==> src/rtl/par_dup_pkg.sv <==
package par_dup_pkg;

    typedef enum logic [0:0] {
        FN_MIX = 1'b0,
        FN_ADD = 1'b1
    } fn_kind_e;

    typedef enum logic [0:0] {
        ST_CLEAN   = 1'b0,
        ST_LATCHED = 1'b1
    } err_state_e;

endpackage

==> src/rtl/par_reduce.sv <==
module par_reduce #(
    parameter int W = 16
) (
    input  logic [W-1:0] vec,
    output logic         odd
);
    localparam int LVLS = (W <= 1) ? 1 : $clog2(W);
    localparam int PADW = 1 << LVLS;

    logic [PADW-1:0] padded;
    logic [2*PADW-2:0] tree;

    always_comb begin
        padded = '0;
        padded[W-1:0] = vec;
    end

    genvar g;
    generate
        for (g = 0; g < PADW; g++) begin : g_leaf
            assign tree[PADW-1+g] = padded[g];
        end
        for (g = PADW-2; g >= 0; g--) begin : g_node
            assign tree[g] = tree[2*g+1] ^ tree[2*g+2];
        end
    endgenerate

    assign odd = tree[0];
endmodule

==> src/rtl/dup_func_core.sv <==
module dup_func_core
    import par_dup_pkg::*;
#(
    parameter int       W     = 16,
    parameter fn_kind_e KIND  = FN_MIX,
    parameter int       ROT_A = 1,
    parameter int       ROT_B = 5,
    parameter int       ADD_K = 16'h3C5A,
    localparam int      SELW  = (W <= 1) ? 1 : $clog2(W)
) (
    input  logic [W-1:0]    x,
    input  logic            flip_en,
    input  logic [SELW-1:0] flip_sel,
    output logic [W-1:0]    y
);
    logic [W-1:0] core_res;
    logic [W-1:0] flip_mask;

    genvar i;
    generate
        if (KIND == FN_MIX) begin : g_mix
            for (i = 0; i < W; i++) begin : g_bit
                assign core_res[i] = x[i]
                                   ^ x[(i + W - (ROT_A % W)) % W]
                                   ^ x[(i + W - (ROT_B % W)) % W];
            end
        end else begin : g_add
            localparam logic [W-1:0] KV = W'(ADD_K);
            assign core_res = x + KV;
        end
    endgenerate

    always_comb begin
        flip_mask = '0;
        for (int b = 0; b < W; b++) begin
            if (flip_en && (flip_sel == SELW'(b))) flip_mask[b] = 1'b1;
        end
    end

    assign y = core_res ^ flip_mask;
endmodule

==> src/rtl/copy_compare.sv <==
module copy_compare #(
    parameter int W = 16
) (
    input  logic [W-1:0] res_a,
    input  logic [W-1:0] res_b,
    output logic         differ
);
    logic [W-1:0] diff_bits;
    logic [W:0]   any_chain;

    assign diff_bits = res_a ^ res_b;
    assign any_chain[0] = 1'b0;

    genvar i;
    generate
        for (i = 0; i < W; i++) begin : g_or
            assign any_chain[i+1] = any_chain[i] | diff_bits[i];
        end
    endgenerate

    assign differ = any_chain[W];
endmodule

==> src/rtl/err_latch_fsm.sv <==
module err_latch_fsm
    import par_dup_pkg::*;
(
    input  logic clk,
    input  logic rst_n,
    input  logic clr,
    input  logic fault,
    output logic latched
);
    err_state_e state_q;
    err_state_e state_d;

    always_comb begin
        state_d = state_q;
        unique case (state_q)
            ST_CLEAN: begin
                if (fault) state_d = ST_LATCHED;
            end
            ST_LATCHED: begin
                if (clr && !fault) state_d = ST_CLEAN;
            end
            default: state_d = ST_LATCHED;
        endcase
    end

    always_ff @(posedge clk or negedge rst_n) begin
        if (!rst_n) state_q <= ST_CLEAN;
        else        state_q <= state_d;
    end

    always_comb begin
        unique case (state_q)
            ST_CLEAN:   latched = 1'b0;
            ST_LATCHED: latched = 1'b1;
            default:    latched = 1'b1;
        endcase
    end
endmodule

==> src/rtl/par_dup_wrap.sv <==
module par_dup_wrap
    import par_dup_pkg::*;
#(
    parameter int       W    = 16,
    parameter fn_kind_e KIND = FN_MIX,
    localparam int      SELW = (W <= 1) ? 1 : $clog2(W)
) (
    input  logic            clk,
    input  logic            rst_n,
    input  logic            clr,
    input  logic [W-1:0]    in_data,
    input  logic            in_par,
    input  logic            inj_en,
    input  logic [SELW-1:0] inj_sel,
    output logic [W-1:0]    out_data,
    output logic            out_par,
    output logic            err_now,
    output logic            err_flag
);
    logic [W:0]   in_word;
    logic         in_odd;
    logic [W-1:0] res_a;
    logic [W-1:0] res_b;
    logic         copies_differ;
    logic         gen_par;

    assign in_word = {in_par, in_data};

    par_reduce #(.W(W+1)) u_in_chk (
        .vec (in_word),
        .odd (in_odd)
    );

    dup_func_core #(.W(W), .KIND(KIND)) u_copy_a (
        .x        (in_data),
        .flip_en  (1'b0),
        .flip_sel ('0),
        .y        (res_a)
    );

    dup_func_core #(.W(W), .KIND(KIND)) u_copy_b (
        .x        (in_data),
        .flip_en  (inj_en),
        .flip_sel (inj_sel),
        .y        (res_b)
    );

    copy_compare #(.W(W)) u_cmp (
        .res_a  (res_a),
        .res_b  (res_b),
        .differ (copies_differ)
    );

    par_reduce #(.W(W)) u_out_gen (
        .vec (res_a),
        .odd (gen_par)
    );

    assign err_now  = in_odd | copies_differ;
    assign out_data = res_a;
    assign out_par  = gen_par;

    err_latch_fsm u_fsm (
        .clk     (clk),
        .rst_n   (rst_n),
        .clr     (clr),
        .fault   (err_now),
        .latched (err_flag)
    );
endmodule

==> config.mk <==
export PLATFORM = sky130hd
export DESIGN_NAME = par_dup_wrap
export DESIGN_NICKNAME = d
export VERILOG_FILES = /design/src/rtl/par_dup_pkg.sv /design/src/rtl/par_reduce.sv /design/src/rtl/dup_func_core.sv /design/src/rtl/copy_compare.sv /design/src/rtl/err_latch_fsm.sv /design/src/rtl/par_dup_wrap.sv
export SDC_FILE = /design/constraint.sdc
export NUM_CORES = 1
export LEC_CHECK = 0
export ABC_CLOCK_PERIOD_IN_PS = 1400
export BUFFER_PORTS_ARGS = -buffer_cell sky130_fd_sc_hd__buf_2
export CORE_MARGIN = 4
export CORE_UTILIZATION = 33
export CTS_CLUSTER_DIAMETER = 30
export CTS_CLUSTER_SIZE = 28
export DETAILED_ROUTE_END_ITERATION = 7
export GPL_TIMING_DRIVEN = 0
export HOLD_SLACK_MARGIN = 0.03
export PLACE_DENSITY = 0.79
export SYNTH_ARGS = -nofsm -noshare
export SYNTH_HDL_FRONTEND = slang
export SYNTH_SLANG_ARGS = --single-unit
export TNS_END_PERCENT = 100
==> constraint.sdc <==
create_clock -name clk -period 1.4 [get_ports clk]
set_input_delay 0.14 -clock clk [delete_from_list [all_inputs] [get_ports clk]]
set_output_delay 0.14 -clock clk [all_outputs]
set_load 0.02 [all_outputs]
* Word level (Yosys, flattened, before mapping)
Cells that the tools add are included.
** Operators by class
- Equality and inequality tests :: 15
- Muxes and demuxes :: 20
- Bitwise logic cells :: 74
- Reductions and logical operators :: 19
** Operators by type and width (number)
- $xor A1 B1 Y1 :: 55
- $eq A4 B4 Y1 const B :: 8
- $xor A16 B16 Y16 :: 2
- $mux W1 :: 18
- $logic_and A1 B1 Y1 :: 17
- $eq A4 B3 Y1 const B :: 4
- $or A1 B1 Y1 :: 16
- $eq A4 B2 Y1 const B :: 2
- $eq A4 B1 Y1 const B :: 1
- $logic_not A4 Y1 :: 1
- $pmux W1 S2 :: 2
- $logic_not A1 Y1 :: 1
- $not A1 Y1 :: 1
** Storage, ports and cells
- Flip-flop bits (word level) :: 1
- Input port bits :: 25
- Word-level logic and storage cells :: 129

* Logic depth before layout (Yosys ltp)
Gate-level depths: netlist (run 1).
- Depth in word-level cells :: 25
- Gate-level depth with buffers :: 5
- Depth with buffers taken out :: 4

* Hierarchy
Synthesis (run 1) repeated with hierarchy kept, for this count alone.
** Second synthesis, totals
- Cell total of the unflattened synthesis :: 204
- Area total of the unflattened synthesis :: 1635.3 um2
** By module, submodules not included
- dup_func_core :: instances 2, cells an instance 74, area each 570.5 um2
- copy_compare :: instances 1, cells an instance 21, area each 171.4 um2
- par_reduce at u_in_chk :: instances 1, cells an instance 15, area each 145.1 um2
- par_reduce at u_out_gen :: instances 1, cells an instance 15, area each 131.4 um2
- err_latch_fsm :: instances 1, cells an instance 3, area each 36.3 um2
- par_dup_wrap :: instances 1, cells an instance 2, area each 10.0 um2

* Least setup slack after synthesis (run 1)
No wires, ideal clock.
- Path kind :: input to output
- Start point :: in in_data[9]
- End point :: out out_par
- Data arrival time :: 1.695 ns
- Required time :: 1.260 ns
- Path slack :: -0.435 ns
- Cell stages on the path :: 5
- Buffers on the path :: 1
- Cell sequence :: buf_4 > xnor2_1 > xnor2_1 > xnor3_1 > xnor2_1
** On the way
- Word-level cells in the longest chain between the ends :: 6
** Ends and longest elaborated chain
- start: declaration :: RTL line par_dup_wrap.sv:11 : input logic [W-1:0] in_data,
- $xor A1 B1 Y1 :: RTL line dup_func_core.sv:24 : ^ x[(i + W - (ROT_A % W)) % W]
- $xor A1 B1 Y1 :: RTL line dup_func_core.sv:25 : ^ x[(i + W - (ROT_B % W)) % W];
- named net out_data[10] :: RTL line par_dup_wrap.sv:15 : output logic [W-1:0] out_data,
- $xor A1 B1 Y1 (4 in series) :: RTL line par_reduce.sv:24 : assign tree[g] = tree[2*g+1] ^ tree[2*g+2];
- end: declaration :: RTL line par_dup_wrap.sv:16 : output logic out_par,
The timed path passes the listed nets, and every way through them passes these cells.

* Final worst setup path (run 1)
- Start point :: in in_data[6]
- End point :: out err_now
** On the way
- Word-level cells in the longest chain between the ends :: 15
** Ends and longest elaborated chain
- $xor A1 B1 Y1 :: RTL line dup_func_core.sv:24
- $xor A1 B1 Y1 :: RTL line dup_func_core.sv:25
- $xor A16 B16 Y16 :: RTL line dup_func_core.sv:40 : assign y = core_res ^ flip_mask;
- $xor A16 B16 Y16 :: RTL line copy_compare.sv:11 : assign diff_bits = res_a ^ res_b;
- $or A1 B1 Y1 (10 in series) :: RTL line copy_compare.sv:17 : assign any_chain[i+1] = any_chain[i] | diff_bits[i];
- $or A1 B1 Y1 * :: RTL line par_dup_wrap.sv:59 : assign err_now = in_odd | copies_differ;
- end: declaration :: RTL line par_dup_wrap.sv:17 : output logic err_now,
Every way passes the cells marked *; elsewhere a longest branch is shown, timed or not.

==> impl_metrics.toml, run 1 <==
[die]
io_pins = 44
start_util_pct = 36.4
die-area_um2 = 2170
core_um2 = 1350
die_w_um = 46.6
rows = 13
dieHeight_um = 46.6

[synthesis]
synth_cell_types = 11
syn_area_um2 = 492
syn-num-nets = 72
yosys_warnings = 0
ys_seq_area_share_pct = 5.09
synth-seq-cells = 1
synth_area_per_cell_um2 = 10.5
netlist_instances = 47

[worst_hold_path]
hold_path.class = "primary input to register"
worstHoldStart = "inj_en"

[grt]
grt_pass1_wl_mm = 1.97
grt_max_degree = 5
track_usage_pct = 12.5
gr-max-usage-layer = "met2"
antenna_found_initial = 0
gr-usage-met1_pct = 14.1
grtUsageMet2_pct = 26.4
met3_usage_pct = 0.391
grt_pass1_vias = 442
grt_overflow = 0

[timing]
report.final.slew_viol_count = 0
fin_skew_ns = 0
slew_headroom_pct = 82.2
post-route-period-util_pct = 117
setup_viol = 3
fin_ws_ns = -0.234
clock.fmax_mhz = 612
rsz0062_at_grt = "true"
finalHoldViolCount = 0
worstMarginPinSlew_ns = 0.265
fin_crit_ns = 1.63

[routing]
drt_iter0_drc = 0
routedWlPerCell_um = 13.0
via_per_inst = 4.34
ant_nets = 0
drc = 0
drt-total-wl_mm = 1.41
dr.pass1.iters = 1
num_vias = 469

[placed_design]
dp_hpwl_mm = 1.10
gp_congestion = 0.747
portBuffers = 38
dp.cells = 100
place_ws_ns = -0.323
place_area_um2 = 742

[worst_setup_path]
crit_path_start = "in_data[6]"
path_cells = "buf_12 -> xor2_2 -> xnor3_2 -> xnor3_1 -> nand2b_4 -> buf_6"
required_ns = 1.26
cp_slowest_cell = "xnor3_2"
worstPathMaxFanout = 4
reg2reg_from = "u_fsm.state_q$_DFF_PN0_"
worstSetupPathType = "primary input to output pin"
cp.arrival_ns = 1.49
cpPeakStageDelay_ns = 0.48
end_kind = "output pin"
cp-start-kind = "primary input"

[power_and_ir_drop]
p_leak_nw = 0.472
power.total_mw = 0.859
p_per_area_nw_per_um2 = 934
ir_drop_uv = 771

[status]
violations = "negative setup slack"
status = "complete, but fails checks"

[cells_and_area]
drive_gt1_share_pct = 63.4
fin_cells = 108
reg.largest.list = "u_fsm.state_q (1)"
area_delta_synth_final_pct = 87.0
utilization_pct = 68.1
final_area_um2 = 920
nets = 120
nFillCells = 99
num_antenna_cells = 0
largest_register_ffs = 1
regMostFlops = "u_fsm.state_q"

[cts]
insertion_delay_ns = 0
clk_pin_slew_worst_paths_ns = 0

[job]
drv_cap = 0
-- routing by layer --
| layer | part of all wire (%) | wire (um) |
|---|---|---|
| met1 | 34 | 483 |
| met2 | 56 | 785 |
| met3 | 9.7 | 137 |
| met4 | 0 | 0 |
| met5 | 0 | 0 |
-- power breakdown --
group	switching (mW)	leakage, nW	total, mW	internal, mW
sequential	0.00464	0.00964	0.0432	0.0386
clock	0	0	0	0
combinational	0.390	0.463	0.816	0.426
total	0.394	0.472	0.859	0.464
-- synthesized netlist by cell type --
cell / count / area (um^2)
xnor2_1: 29 / 254
xnor3_1: 5 / 113
inv_1: 3 / 11.3
xor2_1: 3 / 26.3
a21oi_1: 1 / 5.00
buf_4: 1 / 7.51
dfrtp_1: 1 / 25.0
nand2_1: 1 / 3.75
nand2b_1: 1 / 6.26
xnor2_2: 1 / 16.3
xnor3_2: 1 / 23.8
-- metrics by stage --
step	setup TNS [ns]	hold slack, ns
4_1_cts	-0.638	0.358
3_3_place_gp	-0.595	-0.0848
5_1_grt	-0.615	0.389
2_1_floorplan	-0.0536	-0.156
3_5_place_dp	-0.691	-0.0839
6_report	-0.480	0.360
-- layout by cell type, fill, tap and decap left out, drive strengths merged --
| master | count |
|---|---|
| a21oi | 1 |
| buf | 46 |
| dfrtp | 1 |
| dlygate4sd3 | 1 |
| inv | 3 |
| nand2 | 1 |
| nand2b | 1 |
| xnor2 | 30 |
| xnor3 | 6 |
| xor2 | 3 |
-- final timing paths --
check                                          end  slack (ns)  cells after the start
max                                        err_now       -0.23                      6
min                        u_fsm.state_q$_DFF_PN0_        0.36                      3
max reg2reg                u_fsm.state_q$_DFF_PN0_        0.69                      2
min reg2reg                u_fsm.state_q$_DFF_PN0_        0.49                      2
max in group asynchronous  u_fsm.state_q$_DFF_PN0_        0.87                      2
min in group asynchronous  u_fsm.state_q$_DFF_PN0_        0.44                      2
-- critical path: cells and delay by family --
| kind | cells | cell delay (ns) |
|---|---|---|
| simple gates | 1 | 0.09 |
| buf+inv | 2 | 0.22 |
| xor+xnor | 3 | 1.04 |
-- logic make-up after synthesis --
family                 count (synthesis)  share of synthesized area (%)
AND/OR/NAND/NOR                        2                           2.04
buffers and inverters                  4                           3.82
flip-flops                             1                           5.09
XOR/XNOR                              39                           88.0
AO/OA/AOI/OAI                          1                           1.02
-- cell type report --
cell class / count / area [um^2] / area share [%]
multi-input combinational: 42 / 542 / 58.9
timing repair buffer: 46 / 308 / 33.5
sequential: 1 / 25.0 / 2.72
tap: 15 / 18.8 / 2.04
buffer: 1 / 15.0 / 1.63
inverter: 3 / 11.3 / 1.22
-- timing repair --
action	in CTS	in global routing
endpoints found under the setup margin	3	3
endpoints found under the hold margin	1	0
resized for setup	13	13
hold buffers	1	0
pin swaps	8	5
buffers inserted	5	2
(Power assumes the default switching activity.)
==> inputs of run 2 (changes only) <==
--- a/config.mk
+++ b/config.mk
@@ -14,7 +14,7 @@
 export DETAILED_ROUTE_END_ITERATION = 7
 export GPL_TIMING_DRIVEN = 0
 export HOLD_SLACK_MARGIN = 0.03
-export PLACE_DENSITY = 0.79
+export PLACE_DENSITY = 0.83
 export SYNTH_ARGS = -nofsm -noshare
 export SYNTH_HDL_FRONTEND = slang
 export SYNTH_SLANG_ARGS = --single-unit
==> run 2 against run 1 <==
Compared with the run above:
- the flow still finishes with violations (negative setup slack)
- hold slack worse by 0.0082 ns
- cell area is 4.8% lower
- maximum frequency is 1.9% higher
- critical path depth stayed put
- final cell count is 1.9% lower
- sequential power is 0.9% higher
==> impl_metrics.toml, run 2 (synthesis results as in run 1) <==
[status]
status = "complete, but fails checks"
violations = "negative setup slack"

[worst_hold_path]
hold_path.class = "primary input to register"
worstHoldStart = "inj_en"
min_to = "u_fsm.state_q$_DFF_PN0_"
hold_depth = 3

[routing]
via_per_inst = 4.37
routedWlPerCell_um = 12.0
ant_nets = 0
drt_iter0_drc = 0
dr.pass1.iters = 1
drt-total-wl_mm = 1.27
num_vias = 463
drc = 0

[placed_design]
gp_congestion = 0.718
dp.cells = 100
portBuffers = 38

[timing]
setup_viol = 3
fin_ws_ns = -0.203
fin_crit_ns = 1.60
tns_ns = -0.450
report.final.slew_viol_count = 0
post-route-period-util_pct = 114
worstMarginPinSlew_ns = 0.249
fin_skew_ns = 0
finalHoldViolCount = 0
slew_headroom_pct = 83.4
rsz0062_at_grt = "true"
clock.fmax_mhz = 624

[cells_and_area]
drive_gt1_share_pct = 61.5
regMostFlops = "u_fsm.state_q"
ff_latch_area_um2 = 25.0
nets = 118
num_antenna_cells = 0
final_cell_mix = "buf_2 (32), xnor2_1 (22), xnor2_2 (7)"
layout_commonest_cell = "buf_2"
multi_input_area_um2 = 523
nFillCells = 113
area_delta_synth_final_pct = 78.1
largest_register_ffs = 1
reg.largest.list = "u_fsm.state_q (1)"
fin_cells = 106

[power_and_ir_drop]
seqPwrFrac_pct = 5.2
p_leak_nw = 0.451
power_switching_mw = 0.388
switching_share_pct = 45.9
p_per_area_nw_per_um2 = 964
p_comb_share_pct = 94.8
power.total_mw = 0.844
power_frac_clock_pct = 0
intPower_mw = 0.457
ir_drop_uv = 540

[worst_setup_path]
r2r-end = "u_fsm.state_q$_DFF_PN0_"
cp_slowest_cell = "xnor3_2"
path_cells = "buf_8 -> xor2_1 -> xnor3_2 -> xnor3_2 -> nand2b_4 -> buf_6"
rrSetupSlack_ns = 0.69
worstSetupPathType = "primary input to output pin"
cpPeakStageDelay_ns = 0.46
cpMostUsedCell = "xnor3_2"
cp-start-kind = "primary input"
worstPathMaxFanout = 3
required_ns = 1.26
critPathTopFamily = "XOR/XNOR gates"
cp.arrival_ns = 1.46
worst_r2r_path_depth = 2
end_kind = "output pin"
cp_num_buf_inv = 2
reg2reg_from = "u_fsm.state_q$_DFF_PN0_"

[die]
core_um2 = 1350
io_pins = 44
start_util_pct = 36.4
die-area_um2 = 2170
rows = 13
die_w_um = 46.6
dieHeight_um = 46.6

[grt]
grt_pass1_vias = 458
grt_max_degree = 5
grt_pass1_wl_mm = 1.84
track_usage_pct = 11.4
grt_overflow = 0
antenna_found_initial = 0

[cts]
insertion_delay_ns = 0
clk_pin_slew_worst_paths_ns = 0

[job]
drv_cap = 0
-- run 2: power groups by stage --
stage          combinational, mW  sequential, mW  clock, mW
3_5_place_dp               0.685          0.0439          0
3_3_place_gp               0.671          0.0424          0
5_1_grt                    0.851          0.0452          0
6_report                   0.801          0.0436          0
2_1_floorplan              0.482          0.0545          0
4_1_cts                    0.735          0.0441          0
-- run 2: layout make-up --
type | count | share of cell area, %
Tap cell | 15 | 2.14
Buffer | 1 | 1.71
Sequential cell | 1 | 2.86
Timing Repair Buffer | 44 | 32.3
Multi-Input combinational cell | 42 | 59.7
Inverter | 3 | 1.29
-- run 2: stage by stage --
| step | instance area [um^2] | hold slack [ns] | util, % | setup slack [ns] |
|---|---|---|---|---|
| 6_report | 876 | 0.352 | 64.9 | -0.203 |
| 3_5_place_dp | 742 | -0.0814 | 55.0 | -0.325 |
| 2_1_floorplan | 533 | -0.156 | - | -0.0536 |
| 5_1_grt | 876 | 0.381 | 64.9 | -0.230 |
| 4_1_cts | 828 | 0.362 | 61.4 | -0.205 |
| 3_3_place_gp | 742 | -0.0836 | 55.0 | -0.286 |
-- run 2: timing repair --
item	4_1_cts	5_1_grt
resized for setup	13	8
gates cloned	0	0
endpoints found under the hold margin	1	0
pin swaps	5	0
setup endpoints to repair	3	3
hold buffers	1	0
buffers inserted	2	3
-- run 2: worst register-to-register path: cells and delay by family (launching register included) --
family           cells  cell delay [ns]
flip-flops           1             0.36
AO/OA/AOI/OAI        1             0.17
AND/OR/NAND/NOR      1             0.06
-- run 2: routing by layer --
metal / share of wire (%) / vias up / global-route usage (%)
met4: 0 / 0 / 0
met1: 36 / 204 / 11.7
met2: 52 / 26 / 24.5
met3: 12 / 0 / 1.56
li1: - / 233 / -
met5: 0 / - / 0
-- run 2: worst max path at each step --
stage / start / end / slack [ns] / cells past startpoint
2_1_floorplan: in_data[9] / out_par / -0.05 / 5
3_3_place_gp: in_data[5] / err_now / -0.29 / 6
3_5_place_dp: in_data[5] / err_now / -0.33 / 6
4_1_cts: in_data[6] / err_now / -0.21 / 6
5_1_grt: in_data[6] / err_now / -0.23 / 6
6_report: in_data[6] / err_now / -0.20 / 6
==> inputs of run 3 (changes only) <==
--- a/config.mk
+++ b/config.mk
@@ -5,16 +5,16 @@
 export SDC_FILE = /design/constraint.sdc
 export NUM_CORES = 1
 export LEC_CHECK = 0
-export ABC_CLOCK_PERIOD_IN_PS = 1400
+export ABC_CLOCK_PERIOD_IN_PS = 1700
 export BUFFER_PORTS_ARGS = -buffer_cell sky130_fd_sc_hd__buf_2
 export CORE_MARGIN = 4
-export CORE_UTILIZATION = 33
+export CORE_UTILIZATION = 36
 export CTS_CLUSTER_DIAMETER = 30
 export CTS_CLUSTER_SIZE = 28
 export DETAILED_ROUTE_END_ITERATION = 7
 export GPL_TIMING_DRIVEN = 0
 export HOLD_SLACK_MARGIN = 0.03
-export PLACE_DENSITY = 0.83
+export PLACE_DENSITY = 0.86
 export SYNTH_ARGS = -nofsm -noshare
 export SYNTH_HDL_FRONTEND = slang
 export SYNTH_SLANG_ARGS = --single-unit
==> constraint.sdc (replaced) <==
create_clock -name clk -period 1.7 [get_ports clk]
set_input_delay 0.17 -clock clk [delete_from_list [all_inputs] [get_ports clk]]
set_output_delay 0.17 -clock clk [all_outputs]
set_load 0.02 [all_outputs]
==> run 3 against run 2 <==
Compared with the run above:
- the flow now finishes without violations
- via count fell by 4.3%
- cell area fell by 15%
- utilization fell by 7.5 points
- die area fell by 6.9%
- first-iteration DRC count rose by 2
- sequential cell count did not move
- global-route usage fell by 0.52 points
- final cell count fell by 4.7%
- power fell by 30%
- sequential power fell by 18%
- routed wire length fell by 7.7%
- clock skew did not move
- critical path type unchanged
- largest cell class unchanged
==> impl_metrics.toml, run 3 (synthesis results as in run 1) <==
[status]
status = "finished, final reports clean"

[grt]
track_usage_pct = 10.8
grt_overflow = 0
grt_pass1_vias = 433
gr-max-usage-layer = "met2"
grt_pass1_wl_mm = 1.73
antenna_found_initial = 0
met3_usage_pct = 1.20
gr-usage-met1_pct = 11.8
grtUsageMet2_pct = 22.9
grt_max_degree = 5

[die]
core_um2 = 1300
start_util_pct = 37.8
die-area_um2 = 2020
io_pins = 44
rows = 13
die_w_um = 45.0
dieHeight_um = 45.0

[cells_and_area]
fin_cells = 101
regMostFlops = "u_fsm.state_q"
area_delta_synth_final_pct = 51.9
num_antenna_cells = 0
layout_commonest_cell = "buf_2"
largest_register_ffs = 1
drive_gt1_share_pct = 50.0
nFillCells = 119
final_area_um2 = 747
nets = 113
reg.largest.list = "u_fsm.state_q (1)"
final_cell_mix = "buf_2 (34), xnor2_1 (27), xnor3_1 (5)"

[cts]
insertion_delay_ns = 0
clk_pin_slew_worst_paths_ns = 0
post_cts_buffers = 0

[timing]
fin_crit_ns = 1.68
worstMarginPinSlew_ns = 0.302
fin_skew_ns = 0
slew_headroom_pct = 79.7
clock.fmax_mhz = 594
report.final.slew_viol_count = 0
finalHoldViolCount = 0
post-route-period-util_pct = 99.1
setup_viol = 0
rsz0062_at_grt = "true"

[routing]
drt_iter0_drc = 2
drc = 0
dr.pass1.iters = 2
ant_nets = 0
routedWlPerCell_um = 11.6
drt-total-wl_mm = 1.17
via_per_inst = 4.39
num_vias = 443

[power_and_ir_drop]
power_frac_clock_pct = 0
seqPwrFrac_pct = 6.0
p_comb_share_pct = 94.0
p_leak_nw = 0.381
ir_drop_uv = 578
intPower_mw = 0.301
p_per_area_nw_per_um2 = 790
switching_share_pct = 48.9
power_switching_mw = 0.289

[placed_design]
place_area_um2 = 716
gp_congestion = 0.746
dp_hpwl_mm = 1.05
portBuffers = 38
dp.cells = 100

[worst_hold_path]
hold_path.class = "primary input to register"
worstHoldStart = "inj_en"
min_to = "u_fsm.state_q$_DFF_PN0_"
hold_depth = 3

[worst_setup_path]
cp.arrival_ns = 1.51
worstSetupPathType = "primary input to output pin"
required_ns = 1.53
cpPeakStageDelay_ns = 0.40
worstPathMaxFanout = 3
cp_slowest_cell = "xnor3_2"
end_kind = "output pin"
worst_r2r_path_depth = 2
r2r-end = "u_fsm.state_q$_DFF_PN0_"
reg2reg_from = "u_fsm.state_q$_DFF_PN0_"
rrSetupSlack_ns = 1.02
path_cells = "buf_2 -> xnor2_2 -> xnor3_2 -> xnor3_1 -> nand2b_1 -> buf_6"
cp-start-kind = "primary input"

[job]
drv_cap = 0
-- run 3: changes by cell type in the layout (fill, tap and decap cells not counted), moves of 2 or more --
cell	previous run	this run
buf_2	32	34
buf_8	3	0
xnor2_1	22	27
buf_4	5	2
xnor2_2	7	3
-- run 3: metrics by stage --
step                      total power, mW  util, %  hold slack [ns]  worst slack [ns]  TNS [ns]
after floorplan                     0.417        -           -0.126            0.0791         0
after global placement              0.562     55.0          -0.0546           -0.0963    -0.175
after detailed placement            0.575     55.0          -0.0515           -0.0961    -0.153
after CTS                           0.588     56.5            0.383           0.00862         0
after global routing                0.624     57.4            0.415           -0.0239   -0.0413
final                               0.590     57.4            0.377            0.0151         0
-- run 3: how the worst max path moves through the flow --
| stage | startpoint | endpoint | depth (start not counted) |
|---|---|---|---|
| after floorplan | in_data[9] | out_par | 5 |
| after global placement | in_data[2] | err_now | 6 |
| after detailed placement | in_data[2] | err_now | 6 |
| after CTS | in_data[13] | err_now | 6 |
| after global routing | in_data[13] | err_now | 6 |
| final | in_data[13] | err_now | 6 |
-- run 3: area by class of cell --
cell class,instances,area [um^2],area share (%)
Buffer,1,7.51,1.01
Multi-Input combinational cell,42,463,62.0
Timing Repair Buffer,39,221,29.6
Sequential cell,1,25.0,3.35
Inverter,3,11.3,1.51
Tap cell,15,18.8,2.51
-- run 3: repair_timing --
action	4_1_cts	5_1_grt
hold endpoints to repair	1	0
pin swaps	1	1
hold buffers	1	0
resized for setup	4	3
setup endpoints to repair	2	2
-- run 3: power by group through the flow --
| stage | combinational, mW | clock (mW) | sequential, mW |
|---|---|---|---|
| CTS | 0.551 | 0 | 0.0362 |
| global placement | 0.527 | 0 | 0.0351 |
| global route | 0.586 | 0 | 0.0380 |
| finish | 0.554 | 0 | 0.0356 |
| floorplan | 0.372 | 0 | 0.0449 |
| detailed placement | 0.539 | 0 | 0.0361 |
-- run 3: worst max-delay path, delay by kind of cell --
kind | cells | cell delay, ns
xor+xnor | 3 | 0.99
buf+inv | 2 | 0.26
simple gates | 1 | 0.10
-- run 3: layer usage --
layer	up-vias	share of wire, %
met5	-	0
met4	0	0
met3	0	14
met2	27	53
met1	193	33
li1	223	-
